`config.mk`:
```
export PLATFORM = sky130hd
export DESIGN_NAME = div_ysat
export DESIGN_NICKNAME = d
export VERILOG_FILES = /design/src/rtl/div_pkg.sv /design/src/rtl/div_operand_prep.sv /design/src/rtl/div_restore_core.sv /design/src/rtl/div_result_fix.sv /design/src/rtl/div_ysat.sv
export SDC_FILE = /design/constraint.sdc
export NUM_CORES = 1
export LEC_CHECK = 0
export BUFFER_PORTS_ARGS = -buffer_cell sky130_fd_sc_hd__buf_2
export CORE_MARGIN = 2
export CORE_UTILIZATION = 55
export CTS_CLUSTER_SIZE = 25
export DETAILED_ROUTE_END_ITERATION = 12
export PLACE_DENSITY = 0.84
export SLEW_MARGIN = 20
export SYNTH_ARGS = -nofsm -noshare
export SYNTH_HDL_FRONTEND = slang
export SYNTH_HIERARCHICAL = 1
export SYNTH_SLANG_ARGS = --single-unit
```
`constraint.sdc`:
```
create_clock -name clk -period 3.7 [get_ports clk]
set_input_delay 0.925 -clock clk [delete_from_list [all_inputs] [get_ports clk]]
set_output_delay 0.925 -clock clk [all_outputs]
set_load 0.005 [all_outputs]
```
`src/rtl/div_pkg.sv`:
```
package div_pkg;
  localparam int DW = 64;
  localparam int HW = 32;

  typedef enum logic [1:0] {
    DM_U32 = 2'd0,
    DM_S32 = 2'd1,
    DM_U64 = 2'd2,
    DM_S64 = 2'd3
  } div_mode_e;

  typedef struct packed {
    logic [DW-1:0] res;
    logic          sat;
  } fix_t;

  function automatic logic mode_is_wide(div_mode_e m);
    return m[1];
  endfunction

  function automatic logic mode_is_signed(div_mode_e m);
    return m[0];
  endfunction

  // two's complement magnitude of a signed value, as unsigned
  function automatic logic [DW-1:0] magnitude(logic [DW-1:0] v, logic sgn);
    return (sgn && v[DW-1]) ? (~v + 1'b1) : v;
  endfunction

  // apply quotient sign and clamp narrow results
  function automatic fix_t fix_quotient(div_mode_e m, logic neg, logic [DW-1:0] q);
    fix_t f;
    f.sat = 1'b0;
    f.res = q;
    case (m)
      DM_U32: begin
        if (|q[DW-1:HW]) begin
          f.sat = 1'b1;
          f.res = {{HW{1'b0}}, {HW{1'b1}}};
        end else begin
          f.res = {{HW{1'b0}}, q[HW-1:0]};
        end
      end
      DM_S32: begin
        if (!neg) begin
          if (|q[DW-1:HW-1]) begin
            f.sat = 1'b1;
            f.res = {{(HW+1){1'b0}}, {(HW-1){1'b1}}};
          end else begin
            f.res = q;
          end
        end else begin
          if (q > {{(HW-1){1'b0}}, 1'b1, {(HW){1'b0}}} >> 1) begin
            f.sat = 1'b1;
            f.res = {{(HW+1){1'b1}}, {(HW-1){1'b0}}};
          end else begin
            f.res = ~q + 1'b1;
          end
        end
      end
      DM_U64: f.res = q;
      default: f.res = neg ? (~q + 1'b1) : q;
    endcase
    return f;
  endfunction
endpackage

```
`src/rtl/div_operand_prep.sv`:
```
module div_operand_prep
  import div_pkg::*;
(
  input  div_mode_e     mode,
  input  logic [HW-1:0] y_in,
  input  logic [DW-1:0] opa,
  input  logic [DW-1:0] opb,
  output logic [DW-1:0] dvd_mag,
  output logic [DW-1:0] dvs_mag,
  output logic          q_neg,
  output logic          dvs_zero
);
  logic [DW-1:0] dvd_raw;
  logic [DW-1:0] dvs_raw;
  logic          sgn;

  always_comb begin
    sgn = mode_is_signed(mode);
    if (mode_is_wide(mode)) begin
      dvd_raw = opa;
      dvs_raw = opb;
    end else begin
      dvd_raw = {y_in, opa[HW-1:0]};
      dvs_raw = sgn ? {{HW{opb[HW-1]}}, opb[HW-1:0]} : {{HW{1'b0}}, opb[HW-1:0]};
    end
    dvd_mag  = magnitude(dvd_raw, sgn);
    dvs_mag  = magnitude(dvs_raw, sgn);
    q_neg    = sgn && (dvd_raw[DW-1] ^ dvs_raw[DW-1]);
    dvs_zero = (dvs_raw == '0);
  end
endmodule

```
`src/rtl/div_restore_core.sv`:
```
module div_restore_core #(
  parameter int W = 64,
  localparam int CW = $clog2(W)
) (
  input  logic         clk,
  input  logic         rst_n,
  input  logic         load,
  input  logic [W-1:0] dvd,
  input  logic [W-1:0] dvs,
  output logic         running,
  output logic         last,
  output logic [W-1:0] quo
);
  logic [W-1:0]  rem_q, quo_q, dvs_q;
  logic [CW-1:0] cnt_q;
  logic          run_q;
  logic [W:0]    trial, diff;
  logic          fits;

  always_comb begin
    trial = {rem_q, quo_q[W-1]};
    diff  = trial - {1'b0, dvs_q};
    fits  = !diff[W];
  end

  always_ff @(posedge clk or negedge rst_n) begin
    if (!rst_n) begin
      rem_q <= '0;
      quo_q <= '0;
      dvs_q <= '0;
      cnt_q <= '0;
      run_q <= 1'b0;
    end else if (load) begin
      rem_q <= '0;
      quo_q <= dvd;
      dvs_q <= dvs;
      cnt_q <= '0;
      run_q <= 1'b1;
    end else if (run_q) begin
      rem_q <= fits ? diff[W-1:0] : trial[W-1:0];
      quo_q <= {quo_q[W-2:0], fits};
      cnt_q <= cnt_q + 1'b1;
      if (cnt_q == CW'(W-1)) run_q <= 1'b0;
    end
  end

  assign running = run_q;
  assign last    = run_q && (cnt_q == CW'(W-1));
  assign quo     = quo_q;

  // partial remainder never reaches the divisor while iterating
  AST_REM_BOUND: assert property (@(posedge clk) disable iff (!rst_n)
    run_q |-> (rem_q < dvs_q));
endmodule

```
`src/rtl/div_result_fix.sv`:
```
module div_result_fix
  import div_pkg::*;
(
  input  div_mode_e     mode,
  input  logic          q_neg,
  input  logic [DW-1:0] quo,
  output logic [DW-1:0] res,
  output logic          sat,
  output logic [3:0]    flg
);
  fix_t f;
  always_comb begin
    f   = fix_quotient(mode, q_neg, quo);
    res = f.res;
    sat = f.sat;
    if (mode_is_wide(mode)) flg = 4'b0000;
    else flg = {f.res[HW-1], (f.res[HW-1:0] == '0), f.sat, 1'b0};
  end
endmodule

```
`src/rtl/div_ysat.sv`:
```
module div_ysat
  import div_pkg::*;
(
  input  logic          clk,
  input  logic          rst_n,
  input  logic          start,
  input  logic [1:0]    mode,
  input  logic          set_flags,
  input  logic [31:0]   y_in,
  input  logic [63:0]   opa,
  input  logic [63:0]   opb,
  output logic          busy,
  output logic          done,
  output logic          wr_en,
  output logic          dz_fault,
  output logic [63:0]   result,
  output logic          flags_vld,
  output logic [3:0]    flags
);
  localparam int ITER = DW;
  localparam int LW   = $clog2(ITER) + 1;

  typedef enum logic [1:0] {ST_IDLE, ST_RUN, ST_FIN} st_e;

  st_e           state_q;
  div_mode_e     mode_in, mode_q;
  logic          flg_q, neg_q, dz_q;
  logic [DW-1:0] dvd_mag, dvs_mag;
  logic          q_neg, dvs_zero;
  logic          accept, core_load, core_run, core_last;
  logic [DW-1:0] core_quo;
  logic [DW-1:0] fix_res;
  logic          fix_sat;
  logic [3:0]    fix_flg;
  logic [LW-1:0] run_len;

  assign mode_in   = div_mode_e'(mode);
  assign accept    = start && (state_q == ST_IDLE);
  assign core_load = accept && !dvs_zero;
  assign busy      = (state_q != ST_IDLE);

  div_operand_prep u_prep (
    .mode(mode_in), .y_in(y_in), .opa(opa), .opb(opb),
    .dvd_mag(dvd_mag), .dvs_mag(dvs_mag), .q_neg(q_neg), .dvs_zero(dvs_zero)
  );

  div_restore_core #(.W(DW)) u_core (
    .clk(clk), .rst_n(rst_n), .load(core_load), .dvd(dvd_mag), .dvs(dvs_mag),
    .running(core_run), .last(core_last), .quo(core_quo)
  );

  div_result_fix u_fix (
    .mode(mode_q), .q_neg(neg_q), .quo(core_quo),
    .res(fix_res), .sat(fix_sat), .flg(fix_flg)
  );

  always_ff @(posedge clk or negedge rst_n) begin
    if (!rst_n) begin
      state_q   <= ST_IDLE;
      mode_q    <= DM_U32;
      flg_q     <= 1'b0;
      neg_q     <= 1'b0;
      dz_q      <= 1'b0;
      done      <= 1'b0;
      wr_en     <= 1'b0;
      dz_fault  <= 1'b0;
      flags_vld <= 1'b0;
      result    <= '0;
      flags     <= '0;
      run_len   <= '0;
    end else begin
      done      <= 1'b0;
      wr_en     <= 1'b0;
      dz_fault  <= 1'b0;
      flags_vld <= 1'b0;
      case (state_q)
        ST_IDLE: if (accept) begin
          mode_q  <= mode_in;
          flg_q   <= set_flags;
          neg_q   <= q_neg;
          dz_q    <= dvs_zero;
          run_len <= '0;
          state_q <= dvs_zero ? ST_FIN : ST_RUN;
        end
        ST_RUN: begin
          run_len <= run_len + 1'b1;
          if (core_last) state_q <= ST_FIN;
        end
        default: begin
          done    <= 1'b1;
          state_q <= ST_IDLE;
          if (dz_q) begin
            dz_fault <= 1'b1;
          end else begin
            wr_en     <= 1'b1;
            result    <= fix_res;
            flags_vld <= flg_q;
            flags     <= flg_q ? fix_flg : 4'b0000;
          end
        end
      endcase
    end
  end

  AST_DONE_PULSE: assert property (@(posedge clk) disable iff (!rst_n)
    done |=> !done);
  AST_BUSY_ON_START: assert property (@(posedge clk) disable iff (!rst_n)
    (start && !busy) |=> busy);
  AST_FAULT_NO_WRITE: assert property (@(posedge clk) disable iff (!rst_n)
    dz_fault |-> (done && !wr_en && !flags_vld));
  AST_CARRY_CLEAR: assert property (@(posedge clk) disable iff (!rst_n)
    flags_vld |-> !flags[0]);
  AST_FULL_ITER: assert property (@(posedge clk) disable iff (!rst_n)
    wr_en |-> (run_len == LW'(ITER)));
  AST_CORE_IDLE_WHEN_FREE: assert property (@(posedge clk) disable iff (!rst_n)
    (state_q == ST_IDLE) |-> !core_run);
endmodule

```
; ---- Word-level counts from Yosys, hierarchy flattened
; Index checks and enable logic that the tools add are counted.
[totals]
output_inout_bits = 73
inputBits = 166
word_cells = 92
regBits = 278
[classes]
addsub = 5
n_lt_le_gt_ge = 1
n_bitwise = 6
n_eq_ne = 6
n_reduce_logical = 20
n_mux = 38
[ops]
columns = cell, n
row1 = 64-bit two-way mux, 13
row2 = 64-bit by 1-bit adder with 64-bit output (second input constant), 3
row3 = 64-bit inverter, 3
row4 = 64-bit case mux with 3 select lines, 1
row5 = 65-bit two-way mux, 1
row6 = 65-bit by 64-bit subtractor with 65-bit output, 1
row7 = 64-bit by 32-bit greater-than comparator with 1-bit output (second input constant), 1
row8 = 64-bit logical NOT, 1
row9 = 33-bit OR reduction, 1
row10 = 32-bit logical NOT, 1
row11 = 32-bit two-way mux, 1
row12 = 32-bit OR reduction, 1
row13 = 1-bit two-way mux, 13
row14 = 6-bit two-way mux, 2
row15 = 4-bit two-way mux, 2
row16 = 6-bit by 1-bit adder with 6-bit output (second input constant), 1
row17 = 6-bit equality test (second input constant), 1
row18 = 1-bit logical AND, 6
row19 = 2-bit two-way mux, 3
row20 = 2-bit AND reduction, 3
row21 = 2-bit by 1-bit equality test with 1-bit output (second input constant), 2
row22 = 2-bit logical NOT, 2
row23 = 2-bit != test (second input constant), 2
row24 = 2-bit case mux with 2 select lines, 1
row25 = other kinds (7), 10

; ---- Longest topological paths before layout
[logic_depth]
word_depth = 8
mapped_depth = 17
mapped_depth_nobuf = 15

; ---- By module
; Netlist, hierarchy kept.
[by_module_without_submodules]
columns = mod, area_each_um2, seq_area_each_um2, cells_per_inst, n_inst
row1 = div_restore_core, 12645.9, 4979.8, 1516, 1
row2 = div_operand_prep, 4226.6, 0.0, 622, 1
row3 = div_ysat, 3321.9, 1976.9, 181, 1
row4 = div_result_fix, 2792.7, 0.0, 486, 1

; ---- Worst setup path before layout
; Ideal clock, no wire load.
[synth_path]
path_type = input port to flip-flop
start = input opb[52]
end = register u_core.quo_q[0] (netlist: u_core/quo[0])
setup_ps = 133
n_path_buf = 4
required_ps = 3567
slack_ps = -205
t_arrival_ps = 3772
path_stages = 12
cell_sequence = nor3_1 or4b_2 o41ai_4 o211ai_1 nor4b_1 nor2b_1 clkbuf_1 clkbuf_1 clkbuf_1 clkbuf_1 nand2_1 o21ai_0
[synth_between]
elab_chain_len = 5
elab_cells_between_ends = 6
cone_classes = mux (2) / reduce/logical (4)
[synth_rtl]
columns = item, line_no
row1 = start: declaration, div_ysat.sv:11  ; input logic [63:0] opb,
row2 = 64-bit two-way mux (*), div_operand_prep.sv:19  ; if (mode_is_wide(mode)) begin
row3 = 64-bit logical NOT (*), div_operand_prep.sv:29  ; dvs_zero = (dvs_raw == '0);
row4 = via dvs_zero, div_ysat.sv:29  ; logic q_neg, dvs_zero;
row5 = 1-bit logical NOT (*), div_ysat.sv:39  ; assign core_load = accept && !dvs_zero;
row6 = 1-bit logical AND (*), div_ysat.sv:39
row7 = via core_load, div_ysat.sv:30  ; logic accept, core_load, core_run, core_last;
row8 = 64-bit two-way mux or 2-bit nonzero test (tied branches), --
row9 = end signal: assignment, div_restore_core.sv:35  ; quo_q <= dvd;
row10 = end signal: assignment, div_restore_core.sv:41  ; quo_q <= {quo_q[W-2:0], fits};
row11 = end: declaration, div_restore_core.sv:14  ; logic [W-1:0] rem_q, quo_q, dvs_q;
; Mark *: on every way through the listed nets, which the timed path passes. The rest lies on a longest branch.
; A chain may end at the register's enable or synchronous reset.

; ---- Worst setup path in the final report
[layout_path]
start = register u_core.quo_q[34] (netlist: u_core/quo[34])
end = register flags[2]
[layout_between]
elab_chain_len = 7
elab_cells_between_ends = 11
cone_classes = order compare (1) / mux (7) / reduce/logical (3)
[layout_rtl]
columns = item, line_no
row1 = 64-bit by 32-bit greater-than comparator with 1-bit output or 33-bit OR reduction (tied branches), "div_pkg.sv:53, div_pkg.sv:46"
row2 = 64-bit two-way mux (on tied branches), "div_pkg.sv:53, div_pkg.sv:46"
row3 = 65-bit two-way mux, div_pkg.sv:45  ; if (!neg) begin
row4 = 64-bit case mux with 3 select lines (*), div_pkg.sv:35  ; case (m)
row5 = via fix_res[19], div_ysat.sv:32  ; logic [DW-1:0] fix_res;
row6 = 32-bit logical NOT (*), div_result_fix.sv:17  ; else flg = {f.res[HW-1], (f.res[HW-1:0] == '0), f.sat, 1'b0};
row7 = 4-bit two-way mux (*), div_result_fix.sv:16  ; if (mode_is_wide(mode)) flg = 4'b0000;
row8 = via fix_flg[2], div_ysat.sv:34  ; logic [3:0] fix_flg;
row9 = 4-bit two-way mux (*), div_ysat.sv:98  ; flags <= flg_q ? fix_flg : 4'b0000;
row10 = end signal: assignment, div_ysat.sv:98
row11 = end: declaration, div_ysat.sv:18  ; output logic [3:0] flags
; Marks and branches as above.

==> summary.md <==
| Metric | Value |
|---|---|
| Vias in the first global route | `~22000` |
| Crit path capture type | `flop` |
| Setup Viol. Count Final | `0` |
| Met3 usage | `under 10%` |
| Clock Latency Late Sink | `~0.55 ns` |
| Non-Filler Instances | `about 3700` |
| Final Skew | `a little over 0.03 ns` |
| Overall Power | `between 20 and 30 mW` |
| ANT nets after route | `0` |
| Cell Rows | `between 70 and 80` |
| Avg Inst Size Synth | `8.19 um2` |
| Met2 GRT Util | `55.2%` |
| Initial Util | `between 50% and 60%` |
| Crit-path max FO | `5` |
| CTS tree | `done` |
| CP Launch Type | `flop` |
| Total GRT Usage | `a little over a third` |
| DRC marker count from the first detailed-route iteration | `approximately 2800` |
| Final net count | `3396` |
| Clk pin slew, worst setup/hold paths | `~0.06 ns` |
| Layout cells sized above 1 | `23.0%` |
| Synthesized net count | `between 3000 and 4000` |
| Yosys warning total | `6` |
| Routed len/inst | `between 20 and 25 um` |
| Critical path class | `reg -> reg` |
| Peak Freq | `274 MHz` |
| DR vias/cell | `between 6 and 7` |
| Fin crit share | `between 90% and 100%` |
| CTS max path bufs | `3` |
| Worst Max-Slew Pin Slew | `1.15 ns` |
| Core ar. | `~0.041 mm2` |
| Synthesized area | `roughly 0.023 mm2` |
| Die ar. | `0.0434 mm2` |
| Total CTS buffers | `34` |
| Outcome | `complete, no violations` |
| Hold WC Path Type | `in -> async` |
| Inst Count DP | `between 3000 and 4000` |
| DR pass1 iterations | `6` |
| CP cell instances | `or4_4, nor4_4, a21oi_2, or2_0, a32o_1, or3_4, or4_1, nor4_2, and4_1, nand2_1, mux2i_1` |
| VDD IR max | `approximately 0.75 mV` |
| DR vias | `23700` |
| Largest net degree at the start of global routing | `~180` |
| # IOs | `between 200 and 250` |
| Crit path largest cell delay | `0.59 ns` |
| Final Slew Violations | `0` |
| Overflow after GRT | `0` |
| DIE HEIGHT | `about 210 um` |
| Count of buffers from port buffering | `around 240` |
| Initial antenna violation count | `8` |
| Placer Congestion | `between 0.9 and 1` |
| Commonest non-fill, non-tap cell in the layout | `nand2_1` |
| Slew margin rel. | `about 23%` |
| Power Density | `just under 1000 mW/mm2` |
| P_leak | `around 12 nW` |
| Worst R2R Path Depth | `11` |
| Min Tclk post-route | `between 3 and 4 ns` |
| Clk sink count | `between 200 and 300` |
| Fin Setup TNS | `0 ns` |
| GR Layer Usage met1 | `just under 50%` |
| Max-Cap Viols | `0` |
| Most frequent cells in the layout | `310 x nand2_1, 276 x dfrtp_1, 266 x o21ai_0, 260 x nor2_1, 253 x buf_4` |
| Slowest cell on crit path | `or4_4` |
| Syn-to-layout area delta | `19.5%` |
| Fin util | `66.9%` |
| Root buffer cell | `clkbuf_16` |
| WL final | `80.3 mm` |
| Peak-usage layer in the global routing report | `met2` |
| First-pass GRT wire length | `approximately 120 mm` |
| HPWL Detailed | `~61 mm` |
| Die width | `about 210 um` |
| Cells after synthesis | `~2800` |
| Final Hold Fails | `0` |
| CP required | `4.17 ns` |
| RSZ-0062 raised after global routing | `yes` |
| H-tree levels | `2` |
| Residual DRC | `0` |
| Worst EP arrival | `about 4.1 ns` |
## worst paths after layout
kind	slack, ns	start	end
worst min-delay path	0.36	rst_n	u_core/rem_q[56]
min in group clk	0.51	result[16]	result[16]
worst min register to register	0.51	result[16]	result[16]
worst max-delay path	0.06	u_core/quo[34]	flags[2]
worst max register to register	0.06	u_core/quo[34]	flags[2]
max in group asynchronous	2.43	rst_n	u_core/quo[55]
## repair_timing
item | 4_1_cts | 5_1_grt
endpoints found under the setup margin | 40 | 54
buffers inserted | 0 | 9
hold buffers | 0 | 0
pin swaps | 0 | 10
gates resized for setup | 7 | 44
## power breakdown
group	total [mW]	internal, mW	switching, mW
registers	5.28	4.35	0.930
logic	18.5	7.72	10.7
clock network	3.36	1.99	1.36
total	27.1	14.1	13.0
## metal layers
metal / vias to the layer above / share of wire (%)
met4: 0 / 4.6
li1: 10800 / -
met5: - / 0
met3: 217 / 9.4
met1: 11400 / 41
met2: 1257 / 45
## critical path: cells and delay by family, from the launching register on
family             cells  cell delay, ns
DFF                    1            0.38
AOI/OAI and AO/OA      2            0.33
muxes                  1            0.14
and+or+nand+nor        8            2.72
## final cells by class
cell class | count | area [um2]
clock buffer | 47 | 981
timing repair buffer | 506 | 3380
antenna | 8 | 20.0
inverter | 96 | 360
tap | 532 | 666
fill | 3373 | 13600
multi-input combinational | 2245 | 15000
clock inverter | 11 | 118
sequential | 278 | 6960
## registers in the layout, indices dropped and copies added (netlist names)
signal          cells
done                1
dz_fault            1
dz_q                1
flags               4
flags_vld           1
flg_q               1
mode_q              2
neg_q               1
result             64
state_q             2
u_core/cnt_q        6
u_core/dvs_q       64
u_core/quo         64
u_core/rem_q       64
u_core/running      1
wr_en               1
## metrics by stage
stage | worst slack, ns | hold slack [ns] | cell area (um2)
final | 0.0561 | 0.363 | 27400
after global routing | -0.0918 | 0.404 | 27400
after CTS | 0.00738 | 0.395 | 27200
after detailed placement | -0.387 | 0.491 | 26000
after global placement | -0.324 | 0.484 | 26000
after floorplan | 0.0234 | 0.479 | 23000
Note: power is estimated with default switching activity, not from simulation.
